File: config.mk
export PLATFORM = sky130hd
export DESIGN_NAME = squeeze_pipe
export DESIGN_NICKNAME = d
export VERILOG_FILES = /design/src/rtl/squeeze_pkg.sv /design/src/rtl/squeeze_enable.sv /design/src/rtl/squeeze_stage.sv /design/src/rtl/squeeze_pipe.sv
export SDC_FILE = /design/constraint.sdc
export NUM_CORES = 2
export LEC_CHECK = 0
export ABC_AREA = 1
export BUFFER_PORTS_ARGS = -buffer_cell sky130_fd_sc_hd__clkbuf_2
export CORE_MARGIN = 4
export CORE_UTILIZATION = 60
export CTS_CLUSTER_SIZE = 24
export DETAILED_ROUTE_END_ITERATION = 6
export GPL_TIMING_DRIVEN = 0
export PLACE_DENSITY = 0.78
export SLEW_MARGIN = 5
export SYNTH_ARGS = -nofsm -noshare
export SYNTH_HDL_FRONTEND = slang
export SYNTH_SLANG_ARGS = --single-unit
File: constraint.sdc
create_clock -name clk -period 15.5 [get_ports clk]
set_input_delay 0.775 -clock clk [delete_from_list [all_inputs] [get_ports clk]]
set_output_delay 0.775 -clock clk [all_outputs]
set_load 0.01 [all_outputs]
File: src/rtl/squeeze_pkg.sv
package squeeze_pkg;
  localparam int unsigned DEF_DEPTH = 16;
  localparam int unsigned DEF_WIDTH = 200;
endpackage

File: src/rtl/squeeze_enable.sv
// Per-stage advance decision: a stage moves when the receiver takes the
// head, or when an empty slot exists at or beyond it toward the output.
module squeeze_enable #(
  parameter int unsigned DEPTH = squeeze_pkg::DEF_DEPTH
) (
  input  logic [DEPTH-1:0] slot_full,
  input  logic             sink_take,
  output logic [DEPTH-1:0] advance
);
  logic [DEPTH:0] gap_ahead;

  assign gap_ahead[DEPTH] = 1'b0;

  for (genvar i = 0; i < DEPTH; i++) begin : g_gap
    assign gap_ahead[i] = ~slot_full[i] | gap_ahead[i+1];
    assign advance[i]   = sink_take | gap_ahead[i];
  end
endmodule

File: src/rtl/squeeze_stage.sv
// One slot: a valid flag with async clear and a data word with clock enable.
module squeeze_stage #(
  parameter int unsigned WIDTH = squeeze_pkg::DEF_WIDTH
) (
  input  logic             clk,
  input  logic             rst_n,
  input  logic             load,
  input  logic             prev_full,
  input  logic [WIDTH-1:0] prev_word,
  output logic             full,
  output logic [WIDTH-1:0] word
);
  logic full_d;

  always_comb begin
    full_d = full;
    if (load) full_d = prev_full;
  end

  always_ff @(posedge clk or negedge rst_n) begin
    if (!rst_n) full <= 1'b0;
    else        full <= full_d;
  end

  always_ff @(posedge clk) begin
    if (load) word <= prev_word;
  end
endmodule

File: src/rtl/squeeze_pipe.sv
module squeeze_pipe #(
  parameter int unsigned DEPTH = squeeze_pkg::DEF_DEPTH,
  parameter int unsigned WIDTH = squeeze_pkg::DEF_WIDTH
) (
  input  logic             clk,
  input  logic             rst_n,
  input  logic             in_valid,
  output logic             in_ready,
  input  logic [WIDTH-1:0] in_data,
  output logic             out_valid,
  input  logic             out_ready,
  output logic [WIDTH-1:0] out_data
);
  localparam int unsigned LAST = DEPTH - 1;

  logic [DEPTH-1:0] slot_full;
  logic [DEPTH-1:0] advance;
  logic [WIDTH-1:0] slot_word [DEPTH];

  squeeze_enable #(.DEPTH(DEPTH)) u_enable (
    .slot_full (slot_full),
    .sink_take (out_ready),
    .advance   (advance)
  );

  for (genvar i = 0; i < DEPTH; i++) begin : g_slot
    logic             src_full;
    logic [WIDTH-1:0] src_word;
    if (i == 0) begin : g_head
      assign src_full = in_valid;
      assign src_word = in_data;
    end else begin : g_body
      assign src_full = slot_full[i-1];
      assign src_word = slot_word[i-1];
    end
    squeeze_stage #(.WIDTH(WIDTH)) u_stage (
      .clk       (clk),
      .rst_n     (rst_n),
      .load      (advance[i]),
      .prev_full (src_full),
      .prev_word (src_word),
      .full      (slot_full[i]),
      .word      (slot_word[i])
    );
  end

  assign in_ready  = advance[0];
  assign out_valid = slot_full[LAST];
  assign out_data  = slot_word[LAST];
endmodule

## Word level (Yosys, flattened, before mapping)

Cells that the tools add are included.

- Bits in registers: 3216
- Output and inout port bits: 202
- Word-level logic and storage cells: 79
- Input port bits: 204

- Bitwise operators: 47

Operator list:

| operator | count |
|---|---|
| $or 1x1->1 | 31 |
| $not 1->1 | 16 |

## Logic depth before layout (Yosys ltp)

- Depth after elaboration: 17
- Mapped depth: 8
- Gate-level depth less buffers: 8

## By module

Synthesis repeated with hierarchy kept, for this count alone.

- Cell total of the unflattened synthesis: 3305
- Area total of the unflattened synthesis: 96911.7 um^2

By module, submodules not included:

| module | seq. area each (um^2) | times used | area each (um^2) | cells an instance |
|---|---|---|---|---|
| squeeze_stage | 6030.8 | 16 | 6045.8 | 205 |
| squeeze_enable | 0.0 | 1 | 178.9 | 25 |

## Worst setup path before layout

Ideal clock, no wire load.

- Path type: input -> register
- Start point: input out_ready
- End point: register g_slot[12].u_stage.word[0], enable pin
- Stages: 6
- Setup slack: 1550 ps
- Library setup time: 569 ps
- Required time: 14931 ps
- Arrival time: 13382 ps
- Path buffers: 0
- Cells stage by stage: nor2_2 -> inv_1 -> nor2_1 -> inv_1 -> nor2_1 -> nand2_1

- Word-level cells in the longest chain between the ends: 1

RTL lines:

| element | line | source |
|---|---|---|
| start: declaration | squeeze_pipe.sv:11 | `input logic out_ready,` |
| $or 1x1->1 | squeeze_enable.sv:16 | `assign advance[i] = sink_take \| gap_ahead[i];` |
| named net g_slot[12].u_stage.load | squeeze_stage.sv:7 | `input logic load,` |
| end signal: assignment | squeeze_stage.sv:26 | `if (load) word <= prev_word;` |
| end: declaration | squeeze_stage.sv:11 | `output logic [WIDTH-1:0] word` |

The timed path passes the listed nets, and every way through them passes these cells.
A chain may end at the register's enable or synchronous reset.

## Worst setup path in the final report

- Start point: register g_slot[15].u_stage.full
- End point: output in_ready

- Word-level cells in the longest chain between the ends: 17

RTL lines:

| element | line | source |
|---|---|---|
| start: declaration | squeeze_stage.sv:10 | `output logic full,` |
| start signal: assignment | squeeze_stage.sv:22 | `else full <= full_d;` |
| $not 1->1 | squeeze_enable.sv:15 | `assign gap_ahead[i] = ~slot_full[i] \| gap_ahead[i+1];` |
| $or 1x1->1 (15 in series) | squeeze_enable.sv:15 |  |
| $or 1x1->1 | squeeze_enable.sv:16 |  |
| end: declaration | squeeze_pipe.sv:8 | `output logic in_ready,` |

Every way passes these cells.

==> results.toml <==
[min_path]
holdPathStages = 1
holdPathEnd = "g_slot[0].u_stage.word[102]"
hp-class = "primary input to flip-flop"
hp-start = "in_data[102]"

[grt]
grt_busiest_layer = "met2"
use_met3_pct = 4.14
grtUsageTotal_pct = 19.2
grt_use_met1_pct = 27.8
grt_pass1_wl_um = 235000
met2_usage_pct = 30.1
antenna_found_initial = 13
grt_pass1_vias = 35400
grt_max_degree = 119
grt_overflow = 0

[synthesis]
synth_area_leader_cell = "edfxtp_1"
ys_types = 12
yosysWarningCount = 0
synth.top_cell.area_share_pct = 99.3
syn_area_mm2 = 0.0968
synthCells = 3276
synth.avg_cell_area_um2 = 29.5
ys_seq_area_share_pct = 99.7
syn_nets = 3480
synth_seq_cells = 3216
synth.area.top_cells = "edfxtp_1 99%, dfrtp_1 0.41%, nand2_1 0.085%, inv_1 0.078%, nor2_4 0.035%"

[detailed_routing]
viasPerCell = 5.13
num_vias = 33600
antenna_left = 0
drtIter0Drc = 3608
wl_per_cell_um = 24.2
drc = 0
drtPass1Iterations = 5
wirelength_um = 158000

[placement]
dpl.hpwl_um = 80200
io_buffer_count = 405
postPlaceCellArea_mm2 = 0.103
place_ws_ns = 10.01
place.gp.congestion = 0.771
dpl.cell_count = 5876

[floorplanning]
rows = 147
initial_core_util_pct = 60.3
die_h_um = 410
ios = 406
coreArea_mm2 = 0.160
die_w_um = 410
dieArea_mm2 = 0.168

[timing]
fmax_ghz = 0.186
finalCritPeriodShare_pct = 34.7
slew_headroom_pct = 39.6
setup-violations-final = 0
rsz0062_at_grt = "false"
hold_viol_final = 0
slew_viol_final = 0
worst_pin_slew_ns = 0.906
finalCriticalPeriod_ns = 5.38
setup-tns-final_ns = 0
skew_ns = 0.0622
hold-worst-slack_ns = 0.0831
setup_ws_ns = 10.12

[layout]
final_cell_mix = "3200 x edfxtp_1, 405 x clkbuf_2, 311 x clkbuf_16"
multi_input_area_um2 = 302
final_nets = 4381
syn2layout_area_growth_pct = 16.9
final_cells = 6545
ff_latch_area_mm2 = 0.0965
fin_area_mm2 = 0.113
drive_gt1_share_pct = 19.7
final_common_cell = "edfxtp_1"
num-fill-cells = 8889

[pwr]
ir_drop_mv = 0.131
p_per_area_mw_per_mm2 = 187
p_leak_uw = 0.0405

[job]
cap_violations = 0

[setup_path]
cp_max_fo = 100
critPathRequiredTime_ns = 14.73
r2r_slack_ns = 10.51
critPathCaptureType = "primary output"
crit-reg2reg-launch = "g_slot[15].u_stage.full"
crit_path_start_kind = "flip-flop"
r2r_end = "g_slot[6].u_stage.word[143]"
path_class = "flip-flop to primary output"
worstPathArrival_ns = 4.60
reg2reg_depth = 10
crit_start = "g_slot[15].u_stage.full"

[clock_tree]
clk_latency_ns = 0.91
clk_pin_slew_ns = 0.06
cts_tree = "done"
ctsResizeCount = 0
htreeDepth = 5
cts_setup_buffers = 0
cts.sinks = 3216
numCtsBuffers = 309
cts_buffer_depth = 4
cts-root-buf = "clkbuf_16"

[outcome]
outcome = "complete, no violations"
## stage by stage
stage / power [uW] / util, %
global placement: 14400 / 63.3
detailed placement: 14300 / 63.9
finish: 21100 / 70.5
global route: 22000 / 70.5
floorplan: 13600 / -
CTS: 21400 / 70.5
## how the worst max path moves through the flow
stage / cells after the start / slack, ns / end
after floorplan: 6 / 1.55 / g_slot[12].u_stage.word[0]
after global placement: 7 / -4.73 / g_slot[12].u_stage.word[14]
after detailed placement: 10 / 10.01 / g_slot[6].u_stage.word[143]
after CTS: 9 / 9.93 / in_ready
after global routing: 9 / 9.81 / in_ready
final: 9 / 10.12 / in_ready
## where the power goes
part           leakage (uW)  switching [uW]  internal, uW
logic               0.00303             725           167
clock network       0.00443            3010          3880
registers            0.0330             837         12500
total                0.0405            4570         16600
## what timing repair did
item / in CTS / in global routing
hold buffers: 150 / 0
setup endpoints to repair: 0 / 0
hold endpoints to repair: 165 / 0
## critical path, stage by stage, from the launching register on
cell and delay [ns]:
dfrtp_1 0.34, inv_1 0.05, nor2_2 0.37, nand2_8 0.53, nor2_4 0.50, nand3_4 0.40
buf_12 0.33, nor2_4 0.28, nand3_4 0.53, clkbuf_2 0.31
## flip-flops by register name, summed over array words and instances, names as in the netlist
name	count
g_slot.u_stage.full	16
g_slot.u_stage.word	3200
## Yosys cell counts, drive strengths merged
cell    number
nand3        3
edfxtp    3200
or2          5
inv         20
dfrtp       16
nor2         8
nand2       24
## cell type report
cell class / count / share of cell area, %
clock buffers: 368 / 7.07
multi-input cells: 40 / 0.267
diodes: 6 / 0.0133
clock inverters: 145 / 0.941
repair buffers: 590 / 3.92
flip-flops and latches: 3216 / 85.3
inverters: 20 / 0.106
well taps: 2160 / 2.39
## kinds of logic after synthesis
logic type,share of synthesized area [%]
buf+inv,0.0776
flops,99.7
simple gates,0.224
## routing by layer
layer,wire (um),vias up
li1,-,15200
met1,66500,16900
met2,76400,1270
met3,11200,283
met4,4220,2
met5,13,-
No activity file was read; power rests on OpenSTA's default activity.
